<file path="config.mk">
export PLATFORM = sky130hd
export DESIGN_NAME = keyed_wdt
export DESIGN_NICKNAME = d
export VERILOG_FILES = /design/src/rtl/kwdt_pkg.sv /design/src/rtl/kwdt_regs.sv /design/src/rtl/kwdt_prescale.sv /design/src/rtl/kwdt_countdown.sv /design/src/rtl/kwdt_pulse.sv /design/src/rtl/keyed_wdt.sv
export SDC_FILE = /design/constraint.sdc
export NUM_CORES = 1
export LEC_CHECK = 0
export CORE_MARGIN = 3
export CORE_UTILIZATION = 57
export CTS_BUF_LIST = sky130_fd_sc_hd__clkbuf_16
export DETAILED_ROUTE_END_ITERATION = 10
export PLACE_DENSITY_LB_ADDON = 0.1
export SLEW_MARGIN = 20
export SYNTH_ARGS = -nofsm -noshare
export SYNTH_HDL_FRONTEND = slang
export SYNTH_SLANG_ARGS = --single-unit
</file>
<file path="constraint.sdc">
create_clock -name clk -period 4.76 [get_ports clk]
set_input_delay 1.19 -clock clk [delete_from_list [all_inputs] [get_ports clk]]
set_output_delay 1.19 -clock clk [all_outputs]
set_load 0.1 [all_outputs]
</file>
<file path="src/rtl/kwdt_pkg.sv">
package kwdt_pkg;
  localparam int BUS_W = 32;
  localparam int PRE_W = 12;
  localparam int RLD_W = 12;
  localparam int PLS_W = 5;

  localparam logic [11:0]      MODE_KEY  = 12'hABC;
  localparam logic [7:0]       CTRL_KEY  = 8'h92;
  localparam logic [BUS_W-1:0] KICK_WORD = 32'h0000_1999;

  typedef enum logic [1:0] {
    REG_MODE = 2'd0,
    REG_CTRL = 2'd1,
    REG_KICK = 2'd2,
    REG_STAT = 2'd3
  } reg_sel_e;

  typedef struct packed {
    logic [1:0] plen;
    logic       irq_en;
    logic       rst_en;
    logic       run;
  } mode_t;

  typedef struct packed {
    logic [RLD_W-1:0] reload;
    logic [1:0]       psel;
  } ctrl_t;

  // last prescaler phase before a tick, per select code
  function automatic logic [PRE_W-1:0] div_last(input logic [1:0] psel);
    case (psel)
      2'd0:    return 12'd7;
      2'd1:    return 12'd63;
      2'd2:    return 12'd511;
      default: return 12'd4095;
    endcase
  endfunction

  // reset pulse width in cycles: 2 << code
  function automatic logic [PLS_W-1:0] pulse_cycles(input logic [1:0] plen);
    return 5'd2 << plen;
  endfunction
endpackage

</file>
<file path="src/rtl/kwdt_regs.sv">
module kwdt_regs
  import kwdt_pkg::*;
#(
  parameter int ADDR_W = 4
) (
  input  logic              clk,
  input  logic              rst_n,
  input  logic [ADDR_W-1:0] addr,
  input  logic [BUS_W-1:0]  wdata,
  input  logic              wr,
  input  logic              rd,
  output logic [BUS_W-1:0]  rdata,
  input  logic              expire_i,
  output mode_t             mode_o,
  output ctrl_t             ctrl_o,
  output logic              load_o,
  output logic              irq_o
);
  localparam int IDX_LSB = 2;

  mode_t mode_q;
  ctrl_t ctrl_q;
  logic  status_q;

  logic [1:0] idx;
  logic       in_range;
  logic       mode_we, ctrl_we, kick_hit, run_rise;
  logic       unused_addr;

  assign idx         = addr[IDX_LSB +: 2];
  assign in_range    = (addr >> 4) == '0;
  assign unused_addr = ^addr[1:0];

  assign mode_we  = wr && in_range && (idx == REG_MODE) && (wdata[23:12] == MODE_KEY);
  assign ctrl_we  = wr && in_range && (idx == REG_CTRL) && (wdata[23:16] == CTRL_KEY);
  assign kick_hit = wr && in_range && (idx == REG_KICK) && (wdata == KICK_WORD);
  assign run_rise = mode_we && wdata[0] && !mode_q.run;
  assign load_o   = run_rise || kick_hit;

  always_ff @(posedge clk or negedge rst_n) begin
    if (!rst_n) begin
      mode_q <= '0;
    end else if (mode_we) begin
      mode_q <= '{plen: wdata[5:4], irq_en: wdata[2], rst_en: wdata[1], run: wdata[0]};
    end
  end

  always_ff @(posedge clk or negedge rst_n) begin
    if (!rst_n) begin
      ctrl_q <= '{reload: '1, psel: 2'd3};
    end else if (ctrl_we) begin
      ctrl_q <= '{reload: wdata[2 +: RLD_W], psel: wdata[1:0]};
    end
  end

  always_ff @(posedge clk or negedge rst_n) begin
    if (!rst_n) begin
      status_q <= 1'b0;
    end else if (!mode_q.run || load_o) begin
      status_q <= 1'b0;
    end else if (expire_i) begin
      status_q <= 1'b1;
    end
  end

  always_ff @(posedge clk or negedge rst_n) begin
    if (!rst_n) begin
      rdata <= '0;
    end else if (rd) begin
      if (!in_range) begin
        rdata <= '0;
      end else begin
        unique case (reg_sel_e'(idx))
          REG_MODE: rdata <= {26'd0, mode_q.plen, 1'b0, mode_q.irq_en, mode_q.rst_en, mode_q.run};
          REG_CTRL: rdata <= {18'd0, ctrl_q.reload, ctrl_q.psel};
          REG_KICK: rdata <= '0;
          REG_STAT: rdata <= {31'd0, status_q};
        endcase
      end
    end
  end

  assign mode_o = mode_q;
  assign ctrl_o = ctrl_q;
  assign irq_o  = status_q && mode_q.run && mode_q.irq_en && !mode_q.rst_en;


  status_set_chk: assert property (@(posedge clk) disable iff (!rst_n)
    (expire_i && mode_q.run && !load_o) |=> status_q);


  status_hold_chk: assert property (@(posedge clk) disable iff (!rst_n)
    (status_q && mode_q.run && !load_o && !mode_we) |=> status_q);
endmodule

</file>
<file path="src/rtl/kwdt_prescale.sv">
module kwdt_prescale
  import kwdt_pkg::*;
(
  input  logic       clk,
  input  logic       rst_n,
  input  logic       run_i,
  input  logic       load_i,
  input  logic [1:0] psel_i,
  output logic       tick_o
);
  logic [PRE_W-1:0] pre_q;
  logic [PRE_W-1:0] lim;

  assign lim    = div_last(psel_i);
  assign tick_o = run_i && !load_i && (pre_q == lim);

  always_ff @(posedge clk or negedge rst_n) begin
    if (!rst_n) begin
      pre_q <= '0;
    end else if (load_i) begin
      pre_q <= '0;
    end else if (run_i) begin
      if (pre_q == lim) pre_q <= '0;
      else              pre_q <= pre_q + 1'b1;
    end
  end


  pre_hold_chk: assert property (@(posedge clk) disable iff (!rst_n)
    (!run_i && !load_i) |=> $stable(pre_q));
endmodule

</file>
<file path="src/rtl/kwdt_countdown.sv">
module kwdt_countdown
  import kwdt_pkg::*;
#(
  parameter int FINE_W = 12
) (
  input  logic             clk,
  input  logic             rst_n,
  input  logic             load_i,
  input  logic             tick_i,
  input  logic [RLD_W-1:0] reload_i,
  output logic             expire_o
);
  localparam int CNT_W = RLD_W + FINE_W;

  logic [CNT_W-1:0] cnt_q;

  function automatic logic [CNT_W-1:0] load_value(input logic [RLD_W-1:0] rl);
    return {rl, {FINE_W{1'b1}}};
  endfunction

  assign expire_o = tick_i && (cnt_q == {{(CNT_W-1){1'b0}}, 1'b1});

  always_ff @(posedge clk or negedge rst_n) begin
    if (!rst_n) begin
      cnt_q <= '0;
    end else if (load_i) begin
      cnt_q <= load_value(reload_i);
    end else if (tick_i && cnt_q != '0) begin
      cnt_q <= cnt_q - 1'b1;
    end
  end


  no_rise_chk: assert property (@(posedge clk) disable iff (!rst_n)
    !load_i |=> (cnt_q <= $past(cnt_q)));
endmodule

</file>
<file path="src/rtl/kwdt_pulse.sv">
module kwdt_pulse
  import kwdt_pkg::*;
(
  input  logic       clk,
  input  logic       rst_n,
  input  logic       run_i,
  input  logic       fire_i,
  input  logic [1:0] plen_i,
  output logic       pulse_o
);
  logic [PLS_W-1:0] pcnt_q;

  always_ff @(posedge clk or negedge rst_n) begin
    if (!rst_n) begin
      pcnt_q <= '0;
    end else if (!run_i) begin
      pcnt_q <= '0;
    end else if (fire_i) begin
      pcnt_q <= pulse_cycles(plen_i);
    end else if (pcnt_q != '0) begin
      pcnt_q <= pcnt_q - 1'b1;
    end
  end

  assign pulse_o = (pcnt_q != '0);


  pulse_cause_chk: assert property (@(posedge clk) disable iff (!rst_n)
    $rose(pulse_o) |-> $past(fire_i));
endmodule

</file>
<file path="src/rtl/keyed_wdt.sv">
module keyed_wdt
  import kwdt_pkg::*;
#(
  parameter int ADDR_W = 4,
  parameter int FINE_W = 12
) (
  input  logic              clk,
  input  logic              rst_n,
  input  logic [ADDR_W-1:0] bus_addr,
  input  logic [31:0]       bus_wdata,
  input  logic              bus_wr,
  input  logic              bus_rd,
  output logic [31:0]       bus_rdata,
  output logic              wdt_rst_o,
  output logic              wdt_irq_o
);
  mode_t mode;
  ctrl_t ctrl;
  logic  load_evt, tick_evt, expire_evt, fire_evt;

  kwdt_regs #(.ADDR_W(ADDR_W)) u_regs (
    .clk      (clk),
    .rst_n    (rst_n),
    .addr     (bus_addr),
    .wdata    (bus_wdata),
    .wr       (bus_wr),
    .rd       (bus_rd),
    .rdata    (bus_rdata),
    .expire_i (expire_evt),
    .mode_o   (mode),
    .ctrl_o   (ctrl),
    .load_o   (load_evt),
    .irq_o    (wdt_irq_o)
  );

  kwdt_prescale u_pre (
    .clk    (clk),
    .rst_n  (rst_n),
    .run_i  (mode.run),
    .load_i (load_evt),
    .psel_i (ctrl.psel),
    .tick_o (tick_evt)
  );

  kwdt_countdown #(.FINE_W(FINE_W)) u_cnt (
    .clk      (clk),
    .rst_n    (rst_n),
    .load_i   (load_evt),
    .tick_i   (tick_evt),
    .reload_i (ctrl.reload),
    .expire_o (expire_evt)
  );

  assign fire_evt = expire_evt && mode.rst_en;

  kwdt_pulse u_pls (
    .clk     (clk),
    .rst_n   (rst_n),
    .run_i   (mode.run),
    .fire_i  (fire_evt),
    .plen_i  (mode.plen),
    .pulse_o (wdt_rst_o)
  );


  idle_quiet_chk: assert property (@(posedge clk) disable iff (!rst_n)
    !mode.run |=> (!wdt_rst_o && !wdt_irq_o));
endmodule

</file>
# [Word-level counts from Yosys, hierarchy flattened]
# Index checks and enable logic that the tools add are counted.
[word_totals] ff_bits=93 in_bits=40 word_cells=66
[op_classes] addsub=3 eq_ne=11 n_shift=1 mux=12 n_reduce_logical=28
[op_table] cell="32-bit case mux with 4 select lines" count=1
[op_table] cell="24-bit two-way mux" count=2
[op_table] cell="12-bit two-way mux" count=3
[op_table] cell="12-bit case mux with 3 select lines" count=1
[op_table] cell="32-bit by 13-bit equality test with 1-bit output, second input constant" count=1
[op_table] cell="24-bit by 1-bit equality test with 1-bit output, second input constant" count=1
[op_table] cell="24-bit nonzero test" count=1
[op_table] cell="24-bit by 1-bit subtractor with 24-bit output, second input constant" count=1
[op_table] cell="1-bit logical AND" count=16
[op_table] cell="5-bit two-way mux" count=3
[op_table] cell="12-bit by 1-bit adder with 12-bit output, second input constant" count=1
[op_table] cell="12-bit equality test" count=1
[op_table] cell="12-bit equality test, second input constant" count=1
[op_table] cell="8-bit equality test, second input constant" count=1
[op_table] cell="2-bit equality test, second input constant" count=3
[op_table] cell="2-bit nonzero test" count=3
[op_table] cell="5-bit nonzero test" count=1
[op_table] cell="2-bit by 2-bit left shift with 5-bit output, first input constant" count=1
[op_table] cell="5-bit by 1-bit subtractor with 5-bit output, second input constant" count=1
[op_table] cell="2-bit by 1-bit equality test with 1-bit output, second input constant" count=2
[op_table] cell="2-bit logical NOT" count=2
[op_table] cell="1-bit logical NOT" count=3
[op_table] cell="3-bit != test, second input constant" count=1
[op_table] cell="1-bit logical OR" count=2
[op_table] cell="1-bit two-way mux" count=2

# [Depth between registers and ports, before layout]
[depth] depth_word=13 depth_mapped=9 mapped_depth_nobuf=8

# [Cells and area by module]
# Synthesis repeated with hierarchy kept, for this count alone.
[hier_totals] cells_unflattened=434 area_unflattened_um2=4376.7
[modules_own_cells] mod="kwdt_regs" instances=1 cells_per_inst=145 area_per_inst_um2=1745.4 seq_area_each_um2=868.3
[modules_own_cells] mod="kwdt_countdown" instances=1 cells_per_inst=174 area_per_inst_um2=1575.3 seq_area_each_um2=600.6
[modules_own_cells] mod="kwdt_prescale" instances=1 cells_per_inst=83 area_per_inst_um2=745.7 seq_area_each_um2=300.3
[modules_own_cells] mod="kwdt_pulse" instances=1 cells_per_inst=31 area_per_inst_um2=304.0 seq_area_each_um2=125.1
[modules_own_cells] mod="keyed_wdt" instances=1 cells_per_inst=1 area_per_inst_um2=6.3 seq_area_each_um2=0.0

# [Least setup slack after synthesis]
# No wires, ideal clock.
[synth_timing] path_type="input to register" from="input port bus_wdata[18]" to="register u_pls.pcnt_q[2]" arrival_time_ps=3116 setup_slack_ps=1564 path_stages=8 n_path_buf=2 cell_sequence="or3b_1 -> or4_1 -> o31ai_2 -> buf_4 -> buf_4 -> nor3b_1 -> nand2_1 -> mux2i_1"
[synth_between] elab_chain_cells=12 word_cells_on_any_way=15 classes_between="3 x eq/ne; 2 x mux; 10 x reduce/logical"
[synth_rtl] item="start, declared" line="keyed_wdt.sv:10" source="input logic [31:0] bus_wdata,"
[synth_rtl] item="12-bit equality test" line="kwdt_regs.sv:34" source="assign mode_we = wr && in_range && (idx == REG_MODE) && (wdata[23:12] == MODE_KEY);"
[synth_rtl] item="1-bit logical AND" line="kwdt_regs.sv:34"
[synth_rtl] item="1-bit logical AND (2 in series)" line="kwdt_regs.sv:37" source="assign run_rise = mode_we && wdata[0] && !mode_q.run;"
[synth_rtl] item="1-bit logical OR *" line="kwdt_regs.sv:38" source="assign load_o = run_rise || kick_hit;"
[synth_rtl] item="1-bit logical NOT *" line="kwdt_prescale.sv:15" source="assign tick_o = run_i && !load_i && (pre_q == lim);"
[synth_rtl] item="1-bit logical AND * (2 in series)" line="kwdt_prescale.sv:15"
[synth_rtl] item="1-bit logical AND *" line="kwdt_countdown.sv:21" source="assign expire_o = tick_i && (cnt_q == {{(CNT_W-1){1'b0}}, 1'b1});"
[synth_rtl] item="1-bit logical AND *" line="keyed_wdt.sv:54" source="assign fire_evt = expire_evt && mode.rst_en;"
[synth_rtl] item="5-bit two-way mux" line="kwdt_pulse.sv:18" source="end else if (fire_i) begin"
[synth_rtl] item="5-bit two-way mux" line="kwdt_pulse.sv:16" source="end else if (!run_i) begin"
[synth_rtl] item="end signal, assigned" line="kwdt_pulse.sv:19" source="pcnt_q <= pulse_cycles(plen_i);"
[synth_rtl] item="end signal, assigned" line="kwdt_pulse.sv:21" source="pcnt_q <= pcnt_q - 1'b1;"
[synth_rtl] item="end, declared" line="kwdt_pulse.sv:11" source="logic [PLS_W-1:0] pcnt_q;"
# Every way passes the cells marked *; elsewhere a longest branch is shown, timed or not.
# A chain may end at the register's enable or synchronous reset.

# [Final worst setup path]
[layout_timing] from="register u_pls.pcnt_q[0]" to="output port wdt_rst_o"
[layout_between] elab_chain_cells=1
[layout_rtl] item="5-bit nonzero test" line="kwdt_pulse.sv:25" source="assign pulse_o = (pcnt_q != '0);"
[layout_rtl] item="end, declared" line="keyed_wdt.sv:14" source="output logic wdt_rst_o,"
# Every way passes these cells.

==> impl_metrics.py <==
metrics = {
    "run_status": {
        "status": "finished clean",
    },
    "synthesis": {
        "syn_inst": 430,
        "synth_top_family_by_area": "simple AND/OR/NAND/NOR gates",
        "syn_area_sq_um": 4150,
        "yosysTopAreaCellShare_pct": 36.8,
        "synth_xor_area_share_pct": 3.38,
        "synth_adder_area_share_pct": 1.51,
        "ys_seq_area_share_pct": 45.7,
        "synth_cell_types": 50,
        "synth_edf_count": 0,
        "synth_seq_cells": 75,
        "yosys_warnings": 0,
        "avgSynthCellArea_sq_um": 9.65,
        "synthMuxAreaShare_pct": 7.06,
        "synthTopCellsByArea": "dfrtp_1, dfstp_2, mux2_2, o21ai_0, buf_4",
        "synth-async-reset-ratio_pct": 100,
        "synth_compound_area_share_pct": 11.6,
        "yosys.area_share.simple_pct": 23.7,
        "ys.flop_type": "dfrtp_1",
        "synth_area_leader_cell": "dfrtp_1",
    },
    "timing": {
        "worst_pin_slew_ps": 1030,
        "finalCriticalPeriod_ps": 3870,
        "slew_headroom_pct": 30.9,
        "hold_ws_ps": 519,
        "fmax_mhz": 258,
        "rsz0062_at_grt": "no",
        "tns_ps": 0,
        "fin_crit_sh_pct": 81.3,
        "finClkSkew_ps": 8.54,
        "worst_slack_ps": 888,
        "finalSetupViolations": 0,
        "hold_violations": 0,
        "slew_violations": 0,
    },
    "critical_path": {
        "timing.rr.start": "u_pre.pre_q[3]",
        "max_stage_delay_ps": 1010,
        "cpMaxStageDelayCell": "clkdlybuf4s50_1",
        "path_cells": "inv_1 -> ha_1 -> nor4b_1 -> inv_1 -> clkdlybuf4s50_1",
        "start_kind": "register",
        "cp.arrival_ps": 2680,
        "worstPathMaxFanout": 5,
        "timing_worst_setup_path_type": "register to output pin",
        "crit_top_cell": "inv_1",
        "crit_start": "u_pls.pcnt_q[0]",
        "critPathRequiredTime_ps": 3570,
        "setup.worst_path.end_class": "output pin",
    },
    "placed_design": {
        "globalplace.congestion": 0.850,
        "io_buffers": 53,
        "place.detailed.hpwl_um": 6720,
        "placed_area_sq_um": 4690,
        "place_ws_ps": 954,
    },
    "clock_network": {
        "htreeDepth": 3,
        "insertion_delay_ps": 330,
        "root_buffer": "clkbuf_16",
        "cts_buffer_depth": 2,
        "postCtsSetupRepairBufs": 0,
        "hold_buffers": 0,
        "cts_sinks": 75,
        "cts_resized": 0,
        "clkTransAtPathRegs_ps": 60,
        "numCtsBuffers": 9,
        "cts_tree": "done",
    },
    "floorplan": {
        "rows": 30,
        "io_pins": 74,
        "core_area_sq_um": 6910,
        "initial_core_util_pct": 60.1,
        "die-area_sq_um": 8340,
        "dieWidth_um": 91.3,
        "fp.dieH_um": 91.3,
    },
    "pwr": {
        "p_clk_share_pct": 39.3,
        "p_int_mw": 1.29,
        "p_sw_mw": 0.553,
        "seqPwrFrac_pct": 41.3,
        "max-vdd-ir-drop_v": 0.000197,
        "power_mw": 1.84,
        "p_sw_share_pct": 30.0,
        "p_comb_share_pct": 19.4,
        "leakage_nw": 2.22,
        "power_density_nw_per_um2": 368,
    },
    "detailed_routing": {
        "drc_errors": 0,
        "drt_iter0_markers": 239,
        "dr.pass1.iters": 5,
        "dr.max_layer_used": "met4",
        "wl_per_cell_um": 17.0,
        "avgViaCountPerCell": 5.99,
        "wl_met3_um": 400,
        "ant_nets": 0,
        "dr_wl_met2_um": 5040,
        "num_vias": 3496,
        "wirelength_um": 9920,
        "wirelength_met1_um": 4200,
    },
    "global_routing": {
        "grt_pass1_vias": 3513,
        "grt_max_degree": 76,
        "grt.total_usage_pct": 24.6,
        "overflow": 0,
        "grt_pass1_wl_um": 16700,
        "antenna_found_initial": 0,
    },
    "finish": {
        "design_area_sq_um": 5010,
        "drive_gt1_share_pct": 12.1,
        "fillCellCount": 543,
        "multiInputGateArea_sq_um": 2030,
        "diodes": 0,
        "seq_area_sq_um": 1890,
        "syn_to_final_growth_pct": 20.7,
        "final_nets": 528,
    },
    "hold_path": {
        "hp-class": "register to register",
        "min_from": "u_regs.rdata[7]",
    },
    "job": {
        "maxCapViolCount": 0,
    },
}
## worst paths after layout
check,endpoint,slack [ps],cells after the start
max,wdt_rst_o,890,5
max in group asynchronous,u_regs.rdata[8],3150,1
max reg2reg,u_cnt.cnt_q[9],1590,7
min in group asynchronous,u_pre.pre_q[7],990,1
min reg2reg,u_regs.rdata[7],520,2
min,u_regs.rdata[7],520,2
## flip-flops by register name (all words and copies together), names as in the netlist
register	cells
u_regs.mode_o	5
u_cnt.cnt_q	24
u_regs.ctrl_o	14
u_regs.status_q	1
u_pls.pcnt_q	5
u_pre.pre_q	12
u_regs.rdata	14
## kinds of logic (layout without fill, tap and decap cells)
| kind of cell | Yosys count | after routing |
|---|---|---|
| flops | 75 | 75 |
| mux | 27 | 27 |
| compound gates | 81 | 81 |
| simple gates | 169 | 169 |
| buf+inv | 56 | 97 |
| xor+xnor | 16 | 16 |
| fa+ha+maj | 5 | 5 |
| other cells | 1 | 18 |
## critical path: cells and delay by family, from the launching register on
kind                       cells  cell delay, ps
adders and majority gates      1             180
buffers and inverters          3            1300
DFF                            1             410
and+or+nand+nor                1             470
## metrics by stage
| stage | utilization (%) | std cells |
|---|---|---|
| floorplan | - | 447 |
| global placement | 68.0 | 568 |
| detailed placement | 68.0 | 568 |
| CTS | 72.5 | 584 |
| global route | 72.5 | 584 |
| finish | 72.5 | 584 |
## cell type report
| class | instances | area share, % |
|---|---|---|
| clock inverters | 7 | 1.82 |
| repair buffers | 57 | 11.1 |
| flip-flops and latches | 75 | 37.8 |
| multi-input cells | 316 | 40.5 |
| clock buffers | 9 | 4.50 |
| well taps | 96 | 2.40 |
| inverters | 24 | 1.80 |
## cell usage in the layout (no fill, tap or decap), types with 16 or more instances in the layout
master / instances
o21ai_0: 39
dfrtp_1: 61
mux2_2: 18
conb_1: 18
clkdlybuf4s50_1: 52
inv_1: 24
nand2_1: 38
nor4_1: 18
nor3_1: 16
## cells in the mapped netlist (all sizes together) (7+ instances only)
master,instances
dfrtp,61
nor2,14
a21oi,11
nand2b,8
dfstp,14
a31oi,9
mux2,18
and3,7
nor3,16
mux2i,9
nor4,20
nand3,14
clkbuf,9
inv,24
nand2,38
buf,23
xnor2,11
o21ai,40
or4,12
or3,13
## power groups by stage
stage               combinational (mW)  clock (mW)  sequential [mW]
floorplan                        0.266           0            0.763
global placement                 0.339           0            0.765
detailed placement               0.350           0            0.769
CTS                              0.361       0.731            0.760
global route                     0.400       0.758            0.770
finish                           0.358       0.725            0.761
## layer usage
metal | vias up | GRT usage [%]
met3 | 24 | 2.82
met5 | - | 0
li1 | 1647 | -
met1 | 1716 | 32.6
met2 | 109 | 40.7
met4 | 0 | 10.9
Power figures use the tool's default switching activity.
